--- src/rtl/uart_regs_pkg.sv ---
`timescale 1ns/1ps
package uart_regs_pkg;
    localparam int CFG_W  = 16;
    localparam int BYTE_W = 8;

    localparam int WORD_DATA  = 0;
    localparam int WORD_FLAGS = 6;
    localparam int WORD_IDIV  = 9;
    localparam int WORD_FDIV  = 10;
    localparam int WORD_LINE  = 11;
    localparam int WORD_CTRL  = 12;
    localparam int WORD_LEVEL = 13;
    localparam int WORD_MASK  = 14;
    localparam int WORD_RAW   = 15;
    localparam int WORD_MSTAT = 16;
    localparam int WORD_ICLR  = 17;
    localparam int WORD_DMA   = 18;

    localparam int LINE_QUEUE_BIT = 4;
    localparam int CTRL_FULL_BIT  = 4;

    typedef struct packed {
        logic tx;
        logic rx;
    } int_bits_t;

    typedef struct packed {
        logic [CFG_W-1:0]  idiv;
        logic [CFG_W-1:0]  fdiv;
        logic [CFG_W-1:0]  line;
        logic [CFG_W-1:0]  ctrl;
        logic [CFG_W-1:0]  level;
        logic [CFG_W-1:0]  dma;
        logic [CFG_W-1:0]  mask;
        logic              rx_full;
        logic              rx_empty;
        logic              tx_stb;
        logic [BYTE_W-1:0] tx_byte;
    } regs_t;
endpackage

--- src/rtl/uart_rx_queue.sv ---
`timescale 1ns/1ps
module uart_rx_queue #(
    parameter int DEPTH  = 16,
    parameter int DATA_W = 8,
    localparam int IDX_W = $clog2(DEPTH),
    localparam int CNT_W = $clog2(DEPTH + 1)
) (
    input  logic              clk,
    input  logic              rst_n,
    input  logic              single_mode,
    input  logic              push,
    input  logic [DATA_W-1:0] push_data,
    input  logic              pop,
    output logic              ready,
    output logic [DATA_W-1:0] head_data,
    output logic [CNT_W-1:0]  count,
    output logic [CNT_W-1:0]  cnt_after_pop,
    output logic [CNT_W-1:0]  cnt_next
);
    typedef struct packed {
        logic [IDX_W-1:0] head;
        logic [CNT_W-1:0] count;
    } q_state_t;

    q_state_t st_d, st_q;
    logic [DATA_W-1:0] mem [DEPTH];
    logic [CNT_W-1:0]  cap;
    logic              pop_eff;
    logic [CNT_W:0]    tail_sum;
    logic [IDX_W-1:0]  tail;
    logic [CNT_W:0]    head_inc;

    always_comb begin
        cap       = single_mode ? CNT_W'(1) : CNT_W'(DEPTH);
        ready     = st_q.count < cap;
        pop_eff   = pop && (st_q.count != '0);
        cnt_after_pop = st_q.count - CNT_W'(pop_eff);
        cnt_next  = cnt_after_pop + CNT_W'(push);
        tail_sum  = (CNT_W+1)'(st_q.head) + (CNT_W+1)'(st_q.count);
        if (tail_sum >= (CNT_W+1)'(DEPTH)) tail_sum = tail_sum - (CNT_W+1)'(DEPTH);
        tail      = IDX_W'(tail_sum);
        head_inc  = (CNT_W+1)'(st_q.head) + (CNT_W+1)'(1);
        if (head_inc >= (CNT_W+1)'(DEPTH)) head_inc = '0;

        st_d = st_q;
        if (pop_eff) st_d.head = IDX_W'(head_inc);
        st_d.count = cnt_next;
    end

    always_ff @(posedge clk) begin
        if (!rst_n) st_q <= '0;
        else        st_q <= st_d;
    end

    always_ff @(posedge clk) begin
        if (push) mem[tail] <= push_data;
    end

    assign head_data = mem[st_q.head];
    assign count     = st_q.count;

    assert_no_overflow_R3: assert property (@(posedge clk) disable iff (!rst_n)
        st_q.count <= CNT_W'(DEPTH));

    assert_push_grows_R3: assert property (@(posedge clk) disable iff (!rst_n)
        (push && !pop_eff) |=> (st_q.count == $past(st_q.count) + CNT_W'(1)));
endmodule

--- src/rtl/uart_int_status.sv ---
`timescale 1ns/1ps
module uart_int_status
    import uart_regs_pkg::*;
#(
    parameter int TRIGGER = 1,
    parameter int CNT_W   = 5
) (
    input  logic             clk,
    input  logic             rst_n,
    input  logic             clr_en,
    input  int_bits_t        clr_bits,
    input  logic             pop,
    input  logic             push,
    input  logic [CNT_W-1:0] cnt_after_pop,
    input  logic [CNT_W-1:0] cnt_next,
    input  logic             tx_set,
    input  int_bits_t        mask,
    output int_bits_t        raw,
    output logic             irq
);
    int_bits_t raw_d, raw_q;

    always_comb begin
        raw_d = raw_q;
        if (clr_en) raw_d = raw_d & ~clr_bits;
        if (pop && cnt_after_pop == CNT_W'(TRIGGER - 1)) raw_d.rx = 1'b0;
        if (push && cnt_next == CNT_W'(TRIGGER)) raw_d.rx = 1'b1;
        if (tx_set) raw_d.tx = 1'b1;
    end

    always_ff @(posedge clk) begin
        if (!rst_n) raw_q <= '0;
        else        raw_q <= raw_d;
    end

    assign raw = raw_q;
    assign irq = |(raw_q & mask);

    assert_rx_raise_R5: assert property (@(posedge clk) disable iff (!rst_n)
        $rose(raw_q.rx) |-> $past(push));

    assert_tx_raise_R6: assert property (@(posedge clk) disable iff (!rst_n)
        $rose(raw_q.tx) |-> $past(tx_set));
endmodule

--- src/rtl/uart_ident_rom.sv ---
`timescale 1ns/1ps
module uart_ident_rom (
    input  logic [2:0] sel,
    output logic [7:0] value
);
    always_comb begin
        case (sel)
            3'd0:    value = 8'h11;
            3'd1:    value = 8'h10;
            3'd2:    value = 8'h14;
            3'd3:    value = 8'h00;
            3'd4:    value = 8'h0D;
            3'd5:    value = 8'hF0;
            3'd6:    value = 8'h05;
            default: value = 8'hB1;
        endcase
    end
endmodule

--- src/rtl/uart_regs_top.sv ---
`timescale 1ns/1ps
module uart_regs_top
    import uart_regs_pkg::*;
#(
    parameter int DEPTH      = 16,
    parameter int ADDR_W     = 10,
    parameter int RX_TRIGGER = 1
) (
    input  logic              clk,
    input  logic              rst_n,
    input  logic              bus_sel,
    input  logic              bus_wr,
    input  logic [ADDR_W-1:0] bus_addr,
    input  logic [31:0]       bus_wdata,
    output logic [31:0]       bus_rdata,
    input  logic [BYTE_W-1:0] rx_data,
    input  logic              rx_valid,
    output logic              rx_ready,
    output logic [BYTE_W-1:0] tx_data,
    output logic              tx_strobe,
    output logic              irq
);
    localparam int CNT_W = $clog2(DEPTH + 1);
    localparam logic [ADDR_W-1:0] A_DATA  = ADDR_W'(WORD_DATA);
    localparam logic [ADDR_W-1:0] A_FLAGS = ADDR_W'(WORD_FLAGS);
    localparam logic [ADDR_W-1:0] A_IDIV  = ADDR_W'(WORD_IDIV);
    localparam logic [ADDR_W-1:0] A_FDIV  = ADDR_W'(WORD_FDIV);
    localparam logic [ADDR_W-1:0] A_LINE  = ADDR_W'(WORD_LINE);
    localparam logic [ADDR_W-1:0] A_CTRL  = ADDR_W'(WORD_CTRL);
    localparam logic [ADDR_W-1:0] A_LEVEL = ADDR_W'(WORD_LEVEL);
    localparam logic [ADDR_W-1:0] A_MASK  = ADDR_W'(WORD_MASK);
    localparam logic [ADDR_W-1:0] A_RAW   = ADDR_W'(WORD_RAW);
    localparam logic [ADDR_W-1:0] A_MSTAT = ADDR_W'(WORD_MSTAT);
    localparam logic [ADDR_W-1:0] A_ICLR  = ADDR_W'(WORD_ICLR);
    localparam logic [ADDR_W-1:0] A_DMA   = ADDR_W'(WORD_DMA);
    localparam logic [ADDR_W-1:0] A_IDENT = ADDR_W'((1 << ADDR_W) - 8);

    regs_t r_d, r_q;

    logic              wr_acc, rd_acc, pop_req, push;
    logic [BYTE_W-1:0] head_data;
    logic [CNT_W-1:0]  q_count, cnt_after_pop, cnt_next;
    int_bits_t         raw, mask_bits, clr_bits;
    logic [7:0]        ident_val;

    assign wr_acc    = bus_sel && bus_wr;
    assign rd_acc    = bus_sel && !bus_wr;
    assign pop_req   = rd_acc && (bus_addr == A_DATA);
    assign push      = rx_valid && rx_ready;
    assign mask_bits = '{tx: r_q.mask[5], rx: r_q.mask[4]};
    assign clr_bits  = '{tx: bus_wdata[5], rx: bus_wdata[4]};

    uart_rx_queue #(.DEPTH(DEPTH), .DATA_W(BYTE_W)) u_queue (
        .clk           (clk),
        .rst_n         (rst_n),
        .single_mode   (!r_q.line[LINE_QUEUE_BIT]),
        .push          (push),
        .push_data     (rx_data),
        .pop           (pop_req),
        .ready         (rx_ready),
        .head_data     (head_data),
        .count         (q_count),
        .cnt_after_pop (cnt_after_pop),
        .cnt_next      (cnt_next)
    );

    uart_int_status #(.TRIGGER(RX_TRIGGER), .CNT_W(CNT_W)) u_int (
        .clk           (clk),
        .rst_n         (rst_n),
        .clr_en        (wr_acc && (bus_addr == A_ICLR)),
        .clr_bits      (clr_bits),
        .pop           (pop_req),
        .push          (push),
        .cnt_after_pop (cnt_after_pop),
        .cnt_next      (cnt_next),
        .tx_set        (wr_acc && (bus_addr == A_DATA)),
        .mask          (mask_bits),
        .raw           (raw),
        .irq           (irq)
    );

    uart_ident_rom u_ident (
        .sel   (bus_addr[2:0]),
        .value (ident_val)
    );

    always_comb begin
        r_d = r_q;
        r_d.tx_stb = 1'b0;
        if (wr_acc) begin
            case (bus_addr)
                A_DATA: begin
                    r_d.tx_stb  = 1'b1;
                    r_d.tx_byte = bus_wdata[BYTE_W-1:0];
                end
                A_IDIV:  r_d.idiv  = bus_wdata[CFG_W-1:0];
                A_FDIV:  r_d.fdiv  = bus_wdata[CFG_W-1:0];
                A_LINE:  r_d.line  = bus_wdata[CFG_W-1:0];
                A_CTRL:  r_d.ctrl  = bus_wdata[CFG_W-1:0];
                A_LEVEL: r_d.level = bus_wdata[CFG_W-1:0];
                A_MASK:  r_d.mask  = bus_wdata[CFG_W-1:0];
                A_DMA:   r_d.dma   = bus_wdata[CFG_W-1:0];
                default: ;
            endcase
        end
        if (pop_req) begin
            r_d.rx_full = 1'b0;
            if (cnt_after_pop == '0) r_d.rx_empty = 1'b1;
        end
        if (push) begin
            r_d.rx_empty = 1'b0;
            if (cnt_next == CNT_W'(DEPTH) || r_q.ctrl[CTRL_FULL_BIT]) r_d.rx_full = 1'b1;
        end
    end

    always_ff @(posedge clk) begin
        if (!rst_n) begin
            r_q          <= '0;
            r_q.ctrl     <= CFG_W'(16'h0300);
            r_q.level    <= CFG_W'(16'h0012);
            r_q.rx_empty <= 1'b1;
        end else begin
            r_q <= r_d;
        end
    end

    always_comb begin
        bus_rdata = '0;
        if (rd_acc) begin
            if (bus_addr >= A_IDENT) begin
                bus_rdata = {24'b0, ident_val};
            end else begin
                case (bus_addr)
                    A_DATA:  bus_rdata = {{(32-BYTE_W){1'b0}}, head_data};
                    A_FLAGS: bus_rdata = {24'b0, 1'b1, r_q.rx_full, 1'b0, r_q.rx_empty, 4'b0};
                    A_IDIV:  bus_rdata = 32'(r_q.idiv);
                    A_FDIV:  bus_rdata = 32'(r_q.fdiv);
                    A_LINE:  bus_rdata = 32'(r_q.line);
                    A_CTRL:  bus_rdata = 32'(r_q.ctrl);
                    A_LEVEL: bus_rdata = 32'(r_q.level);
                    A_MASK:  bus_rdata = 32'(r_q.mask);
                    A_RAW:   bus_rdata = {26'b0, raw.tx, raw.rx, 4'b0};
                    A_MSTAT: bus_rdata = {26'b0, raw.tx & mask_bits.tx, raw.rx & mask_bits.rx, 4'b0};
                    A_DMA:   bus_rdata = 32'(r_q.dma);
                    default: bus_rdata = '0;
                endcase
            end
        end
    end

    assign tx_strobe = r_q.tx_stb;
    assign tx_data   = r_q.tx_byte;

    assert_tx_pulse_R6: assert property (@(posedge clk) disable iff (!rst_n)
        tx_strobe |-> $past(wr_acc && (bus_addr == A_DATA)));

    assert_empty_flag_R4: assert property (@(posedge clk) disable iff (!rst_n)
        r_q.rx_empty |-> (q_count == '0));

    assert_refuse_when_full_R2: assert property (@(posedge clk) disable iff (!rst_n)
        (q_count == CNT_W'(DEPTH)) |-> !rx_ready);
endmodule

--- config.mk ---
export PLATFORM = sky130hd
export DESIGN_NAME = uart_regs_top
export DESIGN_NICKNAME = d
export VERILOG_FILES = /design/src/rtl/uart_regs_pkg.sv /design/src/rtl/uart_rx_queue.sv /design/src/rtl/uart_int_status.sv /design/src/rtl/uart_ident_rom.sv /design/src/rtl/uart_regs_top.sv
export SDC_FILE = /design/constraint.sdc
export NUM_CORES = 1
export LEC_CHECK = 0
export BUFFER_PORTS_ARGS = -buffer_cell sky130_fd_sc_hd__clkbuf_2
export CAP_MARGIN = 20
export CORE_MARGIN = 1
export CORE_UTILIZATION = 59
export CTS_BUF_LIST = sky130_fd_sc_hd__clkbuf_16
export DETAILED_ROUTE_END_ITERATION = 12
export PLACE_DENSITY = 0.79
export SYNTH_ARGS = -nofsm -noshare
export SYNTH_HDL_FRONTEND = slang
export SYNTH_SLANG_ARGS = --single-unit
--- constraint.sdc ---
create_clock -name clk -period 5.1 [get_ports clk]
set_input_delay 1.275 -clock clk [delete_from_list [all_inputs] [get_ports clk]]
set_output_delay 1.275 -clock clk [all_outputs]
set_load 0.01 [all_outputs]
==> results.tsv, run 1 <==
stage	metric	value	unit
route	DR DRC count	0	
floorplanning	Starting Density	0.602	
timing	WHS	0.449	ns
timing	TNS Setup	0	ns
place	GPL Wtd Cong	0.966	
logic_synthesis	Post-Synthesis Cells	1105	
route	DR iter-0 viols	911	
route	Routed WL	29200	microns
layout	nets@finish	1213	
logic_synthesis	Async SR Flop Fraction	0	
timing	worst slew pin tran	1.15	ns
logic_synthesis	number of distinct library cells after synthesis	70	
route	Vias	8790	
pwr	Peak VDD IR	0.287	mV
logic_synthesis	register area share after synthesis	0.564	
route	Routed Antenna Nets	0	
floorplanning	num ports	98	
worst_hold_path	worst hold path class	reg2reg	
pwr	Power Density	337	nW/um^2
logic_synthesis	Syn Area/Cell	10.6	sq um
clocking	hold buffer count at cts	0	
layout	Final Non-Filler Cells	1434	
run_status	status	completed	
timing	relative slew slack	0.231	
worst_setup_path	Crit. End Element	output port	
clocking	CTS resizes	0	
worst_setup_path	worst path required time	3.83	ns
timing	post-layout min period	4.76	ns
route	DR vias/cell	6.13	
worst_setup_path	Worst Setup Path Type	in2out	
logic_synthesis	Seq cells post-synth	266	
clocking	CTS root buffer	clkbuf_16	
floorplanning	die footprint	20400	sq um
run	max_cap viols	0	
clocking	Num CTS Buffers	27	
global_route	largest net degree at the start of global routing	64	
clocking	CTS tree	done	
worst_hold_path	worst hold start	r_q[75]$_SDFFE_PN0P_	
global_route	Overall Global Routing Usage	0.292	
place	dpl hpwl	19200	microns
global_route	first-pass GRT wire length	45300	microns
global_route	initial antenna violation count	0	
timing	fmax	210	MHz
route	DR WL/cell	20.4	microns
timing	clock skew	0.0148	ns
place	Inst Count DP	1383	
clocking	worst skew pair latency	0.54	ns
global_route	total grt overflow	0	
floorplanning	die height	143	microns
layout	share of cells above drive strength 1	0.164	
layout	Area Overhead vs Synth	11.0	%
place	Port-buffer cells	65	
logic_synthesis	most used flip-flop cell after synthesis	dfxtp_1	
clocking	CTS Sinks	266	
timing	RSZ-0062 raised after global routing	no	
logic_synthesis	Synth Warn #	0	
timing	final worst path period share	0.934	
worst_setup_path	reg-to-reg startpoint	u_queue.count[1]$_SDFF_PN0_	
floorplanning	Placeable Area	19500	sq um
route	DR pass1 iterations	6	
clocking	clock tree buffer depth	3	
logic_synthesis	Post-Syn Area	11700	sq um
worst_setup_path	CP Max Fanout	13	
floorplanning	Site Rows	51	
clocking	number of H-tree levels	1	
pwr	cell leakage power	4.54	nW
global_route	vias in the first global route	8248	
worst_setup_path	CP arrival	3.49	ns
timing	Setup violations, final	0	
timing	fin. max-slew vios	0	
floorplanning	die width	143	microns
worst_setup_path	Startpoint Class	input port	
worst_setup_path	Critical path origin	bus_addr[5]	
logic_synthesis	Post-synth EDFFs	128	
clocking	clk slew on worst S/H paths	0.06	ns
clocking	# Post-CTS Setup Buffers	0	
timing	final-report hold violation count	0	
layout	diodes inserted	0	
power by group:
group	total [mW]	leakage [nW]	switching, mW	internal [mW]
Clock	1.84	0.413	0.819	1.02
Combinational	0.258	1.86	0.175	0.0829
Sequential	2.29	2.27	0.0169	2.27
Total	4.39	4.54	1.01	3.38
flip-flops by register name, indices dropped and copies added, names as in the netlist, named ones only:
signal and cells:
tx_data 8, u_queue.count 5, u_queue.st_q 4, r_q 112, u_int.raw 2, tx_strobe 1, mask_bits 2, u_queue.mem 128
logic make-up after synthesis:
kind of cell | count (synthesis) | synth area share
multiplexers | 84 | 0.101
flip-flops | 266 | 0.564
buffers and inverters | 105 | 0.0441
AND/OR/NAND/NOR | 414 | 0.158
AO/OA/AOI/OAI | 215 | 0.115
other | 1 | 0.000320
adder cells (fa/ha/maj) | 10 | 0.0113
XOR/XNOR | 10 | 0.00747
through the flow:
step | worst slack, ns | util | power [mW] | cell area (sq um)
after floorplan | 0.838 | - | 2.49 | 11800
after global placement | 0.378 | 0.625 | 2.58 | 12200
after detailed placement | 0.386 | 0.625 | 2.59 | 12200
after CTS | 0.377 | 0.668 | 4.40 | 13000
after global routing | 0.208 | 0.669 | 4.51 | 13000
final | 0.336 | 0.669 | 4.39 | 13000
cell type report:
| type | count | area, sq um |
|---|---|---|
| flip-flops and latches | 266 | 6610 |
| inverters | 10 | 38.8 |
| clock buffers | 27 | 676 |
| clock inverters | 23 | 154 |
| multi-input cells | 749 | 4660 |
| well taps | 265 | 332 |
| repair buffers | 94 | 547 |
| fillers | 1467 | 6450 |
cell usage in the layout, fill, tap and decap left out, drive strengths merged, types with 4 or more instances in the layout:
cell type | Yosys | routed
a211oi | 4 | 4
a21oi | 119 | 119
a221oi | 6 | 6
a22o | 7 | 7
a22oi | 19 | 19
a31oi | 11 | 11
a32oi | 4 | 4
and2 | 7 | 7
and3 | 4 | 4
buf | 42 | 29
clkbuf | 53 | 92
clkinv | 0 | 13
clkinvlp | 0 | 4
conb | 1 | 16
dfxtp | 138 | 138
edfxtp | 128 | 128
ha | 9 | 9
inv | 10 | 15
mux2 | 13 | 13
mux2i | 45 | 45
mux4 | 26 | 26
nand2 | 253 | 253
nand2b | 7 | 7
nand3 | 22 | 22
nand3b | 5 | 5
nand4 | 7 | 7
nor2 | 63 | 63
nor2b | 12 | 12
nor3 | 11 | 11
nor4 | 6 | 6
o21ai | 11 | 11
or3 | 4 | 4
xnor2 | 6 | 6
xor2 | 4 | 4
critical path, stage by stage:
cell	delay (ns)
clkbuf_2	0.11
or4_1	0.60
or3_4	0.48
nor2_1	0.30
a221oi_1	0.13
a21boi_0	0.37
clkbuf_2	0.21
layer usage:
layer	wire, microns	track usage	up-vias	part of all wire
met5	0	0	-	0
met4	1050	0.128	0	0.036
met3	2310	0.0423	87	0.079
met2	14600	0.504	461	0.50
met1	11200	0.365	4223	0.38
li1	-	-	4019	-
cell usage after synthesis (10+ instances only):
master      n  share of area
mux2i_1    45          0.038
clkbuf_1   53          0.017
mux4_2     26          0.050
a22oi_1    19          0.012
dfxtp_1   138           0.24
o21ai_0    10         0.0043
nand3_1    22         0.0094
buf_4      26          0.017
edfxtp_1  128           0.33
nor2_1     63          0.020
mux2_2     13          0.012
nand2_1   253          0.081
nor2b_1    12         0.0064
a31oi_1    11         0.0059
a21oi_1   119          0.051
path summary, 6_finish.rpt:
check	end	slack, ns	cells past startpoint
hold / removal	r_q[75]$_SDFFE_PN0P_	0.45	2
hold reg to reg	r_q[75]$_SDFFE_PN0P_	0.45	2
setup reg to reg	r_q[10]$_SDFF_PN0_	1.75	13
setup / recovery	bus_rdata[5]	0.34	7
Note: power is estimated with default switching activity, not from simulation.
==> run 2, diff against run 1 <==
--- a/config.mk
+++ b/config.mk
@@ -7,11 +7,13 @@
 export LEC_CHECK = 0
 export BUFFER_PORTS_ARGS = -buffer_cell sky130_fd_sc_hd__clkbuf_2
 export CAP_MARGIN = 20
+export CELL_PAD_IN_SITES_DETAIL_PLACEMENT = 0
+export CELL_PAD_IN_SITES_GLOBAL_PLACEMENT = 1
 export CORE_MARGIN = 1
-export CORE_UTILIZATION = 59
+export CORE_UTILIZATION = 47
 export CTS_BUF_LIST = sky130_fd_sc_hd__clkbuf_16
 export DETAILED_ROUTE_END_ITERATION = 12
-export PLACE_DENSITY = 0.79
+export PLACE_DENSITY_LB_ADDON = 0.1
 export SYNTH_ARGS = -nofsm -noshare
 export SYNTH_HDL_FRONTEND = slang
 export SYNTH_SLANG_ARGS = --single-unit
==> run 2 against run 1 <==
Worst setup slack lost 0.047 ns. Flip-flop and latch count did not move. Global-route usage down 4.1 points. Wire length grew 8.6%. Design area grew 1.6%. Clock-buffer cell count up 1. Die area is 25% higher. Cell count up 4.8%. Sequential share of layout area decreased by 0.80 points. Sequential power about the same. Core utilization shrank 13 points. Clock power increased by 6%. Critical path type unchanged. Critical endpoint is now bus_rdata[1]. Largest power group unchanged. Highest routed layer unchanged.
==> results.tsv, run 2 (synthesis results as in run 1) <==
stage	metric	value	unit
pwr	Net Sw Frac	0.232	
worst_setup_path	CP Max Fanout	13	
pwr	Int Pwr	3.46	mW
pwr	Clk pwr share	0.434	
layout	Largest Register	u_queue.mem	
worst_setup_path	Crit. End Element	output port	
pwr	Total Power	4.50	mW
worst_hold_path	worst hold path class	reg2reg	
worst_setup_path	Worst Setup Path Type	in2out	
timing	TNS Setup	0	ns
layout	area occupied by multi-input gates	4660	sq um
pwr	sequential share of power	0.508	
layout	Area Overhead vs Synth	12.8	%
global_route	Overall Global Routing Usage	0.251	
layout	most frequent cells in the layout	nand2_1 (253), dfxtp_1 (137), edfxtp_1 (128), a21oi_1 (119), clkbuf_2 (65)	
place	dpl hpwl	21100	microns
timing	relative slew slack	0.324	
global_route	initial antenna violation count	0	
global_route	largest net degree at the start of global routing	67	
clocking	Num CTS Buffers	28	
clocking	worst skew pair latency	0.55	ns
route	Routed WL	31700	microns
route	DR vias/cell	5.63	
floorplanning	Placeable Area	24400	sq um
timing	fmax	208	MHz
clocking	# Post-CTS Setup Buffers	0	
clocking	CTS Sinks	266	
pwr	Peak VDD IR	0.363	mV
run_status	status	completed	
clocking	hold buffer count at cts	0	
run	max_cap viols	0	
clocking	clk slew on worst S/H paths	0.06	ns
floorplanning	die footprint	25600	sq um
timing	fin. max-slew vios	0	
clocking	CTS tree	done	
route	DR WL/cell	21.1	microns
route	DR pass1 iterations	5	
layout	sequential cell area	6610	sq um
timing	final-report hold violation count	0	
global_route	M1 GR Usage	0.317	
floorplanning	Starting Density	0.481	
timing	final worst path period share	0.943	
route	Routed Antenna Nets	0	
clocking	CTS root buffer	clkbuf_16	
pwr	Comb pwr share	0.058	
timing	Setup violations, final	0	
place	Inst Count DP	1452	
global_route	grt peak-use layer	met2	
global_route	first-pass GRT wire length	49000	microns
pwr	Power Density	341	nW/um^2
global_route	met3 Usage GRT	0.0299	
layout	diodes inserted	0	
layout	most common cell after layout, fill and taps aside	nand2_1	
layout	max reg flops	128	
layout	Fill cells	2201	
place	GPL Wtd Cong	0.844	
place	Port-buffer cells	65	
floorplanning	Site Rows	57	
clocking	CTS resizes	0	
route	Vias	8463	
route	DR iter-0 viols	664	
layout	Final Non-Filler Cells	1503	
layout	share of cells above drive strength 1	0.170	
timing	worst slew pin tran	1.01	ns
timing	RSZ-0062 raised after global routing	no	
timing	clock skew	0.0138	ns
worst_setup_path	CP arrival	3.54	ns
pwr	net load switching power	1.05	mW
floorplanning	die width	160	microns
pwr	cell leakage power	4.62	nW
worst_setup_path	Startpoint Class	input port	
global_route	total grt overflow	0	
floorplanning	die height	160	microns
layout	nets@finish	1223	
route	DR DRC count	0	
clocking	clock tree buffer depth	3	
floorplanning	num ports	98	
place	Cell Area, Placed	12300	sq um
global_route	vias in the first global route	8250	
timing	WHS	0.450	ns
clocking	number of H-tree levels	1	
layout	Final Cell Area	13200	sq um
global_route	met2 usage	0.450	
worst_setup_path	worst path required time	3.83	ns
timing	post-layout min period	4.81	ns
## run 2: cell count changes in the layout (fill, tap and decap cells not counted), moves of 2 or more
cell	change
buf_12	+2
inv_6	-2
clkinv_2	+2
buf_4	+8
clkinvlp_4	-3
## run 2: power by group through the flow
| stage | registers (mW) | clock network (mW) | logic [mW] |
|---|---|---|---|
| finish | 2.29 | 1.95 | 0.262 |
| global route | 2.29 | 2.06 | 0.286 |
| global placement | 2.33 | 0 | 0.259 |
| CTS | 2.29 | 1.97 | 0.263 |
| detailed placement | 2.33 | 0 | 0.261 |
| floorplan | 2.33 | 0 | 0.169 |
## run 2: area by class of cell
| class | count | share of cell area |
|---|---|---|
| Sequential cell | 266 | 0.500 |
| Multi-Input combinational cell | 749 | 0.352 |
| Clock buffer | 28 | 0.0530 |
| Timing Repair Buffer | 103 | 0.0481 |
| Tap cell | 324 | 0.0307 |
| Clock inverter | 23 | 0.0132 |
| Inverter | 10 | 0.00293 |
## run 2: through the flow
step,util,setup WS [ns]
after floorplan,-,0.838
after global placement,0.506,0.342
after detailed placement,0.506,0.361
after CTS,0.542,0.352
after global routing,0.542,0.285
final,0.542,0.289
## run 2: final timing paths
path	startpoint	to	slack (ns)	depth (start not counted)
setup / recovery	bus_addr[5]	bus_rdata[1]	0.29	8
hold / removal	r_q[85]$_SDFFE_PN0P_	r_q[85]$_SDFFE_PN0P_	0.45	2
setup reg to reg	u_queue.count[1]$_SDFF_PN0_	u_int.raw[0]$_SDFFE_PN0P_	1.74	12
hold reg to reg	r_q[85]$_SDFFE_PN0P_	r_q[85]$_SDFFE_PN0P_	0.45	2
## run 2: worst max-delay path, stage by stage
cell and delay [ns]:
clkbuf_2 0.11, or4_1 0.59, or3_4 0.48, nor2_1 0.23
buf_12 0.16, a221oi_1 0.11, a21oi_1 0.37, clkbuf_2 0.21
## run 2: layer usage
layer  wire [microns]  vias to the layer above  part of all wire
met5                0                        -                 0
met4              916                        0             0.029
met3             1360                       62             0.043
met2            16300                      228              0.51
met1            13200                     4124              0.41
li1                 -                     4049                 -
==> run 3, diff against run 2 <==
==> constraint.sdc (replaced) <==
create_clock -name clk -period 5.1 [get_ports clk]
set_input_delay 0.765 -clock clk [delete_from_list [all_inputs] [get_ports clk]]
set_output_delay 0.765 -clock clk [all_outputs]
set_load 0.01 [all_outputs]
==> run 3 against run 2 <==
Core utilization fell by 0.37 points. Non-clock buffer count decreased by 13. First-iteration DRC count rose by 6.6%. Critical path type unchanged. Critical endpoint is now bus_rdata[5]. Largest cell class unchanged.
==> results.tsv, run 3 (synthesis results as in run 1) <==
stage	metric	value	unit
floorplanning	Site Rows	57	
worst_setup_path	CP arrival	3.19	ns
layout	Largest Register	u_queue.mem	
timing	Setup violations, final	0	
clocking	# Post-CTS Setup Buffers	0	
route	Routed Antenna Nets	0	
worst_hold_path	hold depth	2	
run	max_cap viols	0	
route	DR WL/cell	21.1	microns
route	DR iter-0 viols	708	
floorplanning	Starting Density	0.481	
timing	final-report hold violation count	0	
timing	clock skew	0.0115	ns
pwr	Peak VDD IR	0.319	mV
timing	RSZ-0062 raised after global routing	no	
layout	nets@finish	1211	
timing	fin. max-slew vios	0	
timing	worst slew pin tran	1.08	ns
clocking	clock tree buffer depth	3	
worst_setup_path	Crit. End Element	output port	
timing	final worst path period share	0.775	
global_route	Overall Global Routing Usage	0.244	
worst_setup_path	reg2reg path depth	4	
layout	Fill cells	2201	
worst_hold_path	worst hold path class	reg2reg	
clocking	CTS Sinks	266	
place	Port-buffer cells	65	
floorplanning	die height	160	microns
worst_setup_path	Startpoint Class	input port	
floorplanning	die footprint	25600	sq um
layout	most frequent cells in the layout	nand2_1 (253), dfxtp_1 (137), edfxtp_1 (128), a21oi_1 (119), clkbuf_2 (65)	
layout	most common cell after layout, fill and taps aside	nand2_1	
timing	post-layout min period	3.95	ns
global_route	largest net degree at the start of global routing	69	
global_route	initial antenna violation count	0	
place	dpl hpwl	20400	microns
timing	TNS Setup	0	ns
global_route	first-pass GRT wire length	47600	microns
clocking	worst skew pair latency	0.55	ns
clocking	CTS root buffer	clkbuf_16	
clocking	CTS resizes	0	
clocking	CTS tree	done	
place	Cell Area, Placed	12200	sq um
layout	Area Overhead vs Synth	12.0	%
route	Routed WL	31500	microns
worst_setup_path	CP Max Fanout	13	
worst_setup_path	reg-to-reg startpoint	u_queue.count[1]$_SDFF_PN0_	
worst_setup_path	reg-to-reg endpoint	u_queue.mem[12][3]$_DFFE_PP_	
route	Vias	8473	
layout	diodes inserted	0	
layout	Final Cell Area	13100	sq um
place	GPL Wtd Cong	0.829	
worst_setup_path	Worst Setup Path Type	in2out	
clocking	Num CTS Buffers	29	
clocking	number of H-tree levels	1	
timing	fmax	253	MHz
route	DR DRC count	0	
layout	Util after Layout	0.538	
run_status	status	completed	
global_route	total grt overflow	0	
worst_hold_path	Worst Hold Path EP	r_q[84]$_SDFFE_PN0P_	
layout	share of cells above drive strength 1	0.157	
layout	max reg flops	128	
floorplanning	Placeable Area	24400	sq um
worst_setup_path	R2R Setup Slk	1.86	ns
floorplanning	die width	160	microns
global_route	vias in the first global route	8130	
timing	WHS	0.447	ns
pwr	Power Density	342	nW/um^2
route	DR pass1 iterations	5	
clocking	clk slew on worst S/H paths	0.06	ns
floorplanning	num ports	98	
route	DR vias/cell	5.69	
worst_setup_path	worst path required time	4.34	ns
worst_hold_path	worst hold start	r_q[84]$_SDFFE_PN0P_	
timing	relative slew slack	0.277	
clocking	hold buffer count at cts	0	
pwr	cell leakage power	4.58	nW
-- run 3: final cells by class --
type,instances,area [sq um],share of cell area
clock inverters,22,151,0.0115
multi-input cells,749,4670,0.356
flip-flops and latches,266,6610,0.503
clock buffers,29,726,0.0553
inverters,10,38.8,0.00295
repair buffers,90,529,0.0403
well taps,324,405,0.0309
-- run 3: worst max-delay path by stage --
stage                start                 end  slack, ns  depth (start not counted)
6_report       bus_addr[5]        bus_rdata[5]       1.15                          7
5_1_grt        bus_addr[5]        bus_rdata[5]       1.02                          7
4_1_cts        bus_addr[5]        bus_rdata[1]       1.09                          6
3_5_place_dp   bus_addr[5]  r_q[10]$_SDFF_PN0_       0.82                         13
3_3_place_gp   bus_addr[5]  r_q[10]$_SDFF_PN0_       0.94                         13
2_1_floorplan  bus_addr[2]  r_q[10]$_SDFF_PN0_       1.58                         13
-- run 3: critical path, cell delays in order --
cell and delay, ns:
clkbuf_2 0.11, or4_1 0.59, or3_4 0.48, nor2_1 0.54
a221oi_1 0.22, a21boi_0 0.28, clkbuf_2 0.19
-- run 3: layer usage --
layer  vias to the layer above  routed length [microns]  track usage
li1                       4008                        -            -
met1                      4127                    12800        0.308
met2                       275                    16000        0.437
met3                        63                     1620       0.0283
met4                         0                     1050       0.0775
met5                         -                        0            0
-- run 3: report_power, final --
part	internal [mW]	switching, mW	leakage (nW)
registers	2.27	0.0152	2.27
logic	0.0829	0.179	1.86
clock network	1.12	0.823	0.452
-- run 3: stage by stage --
stage / setup slack (ns) / total power [mW] / cells
2_1_floorplan: 1.58 / 2.49 / 1120
3_3_place_gp: 0.939 / 2.59 / 1437
3_5_place_dp: 0.823 / 2.59 / 1437
4_1_cts: 1.09 / 4.53 / 1488
5_1_grt: 1.02 / 4.63 / 1490
6_report: 1.15 / 4.49 / 1490
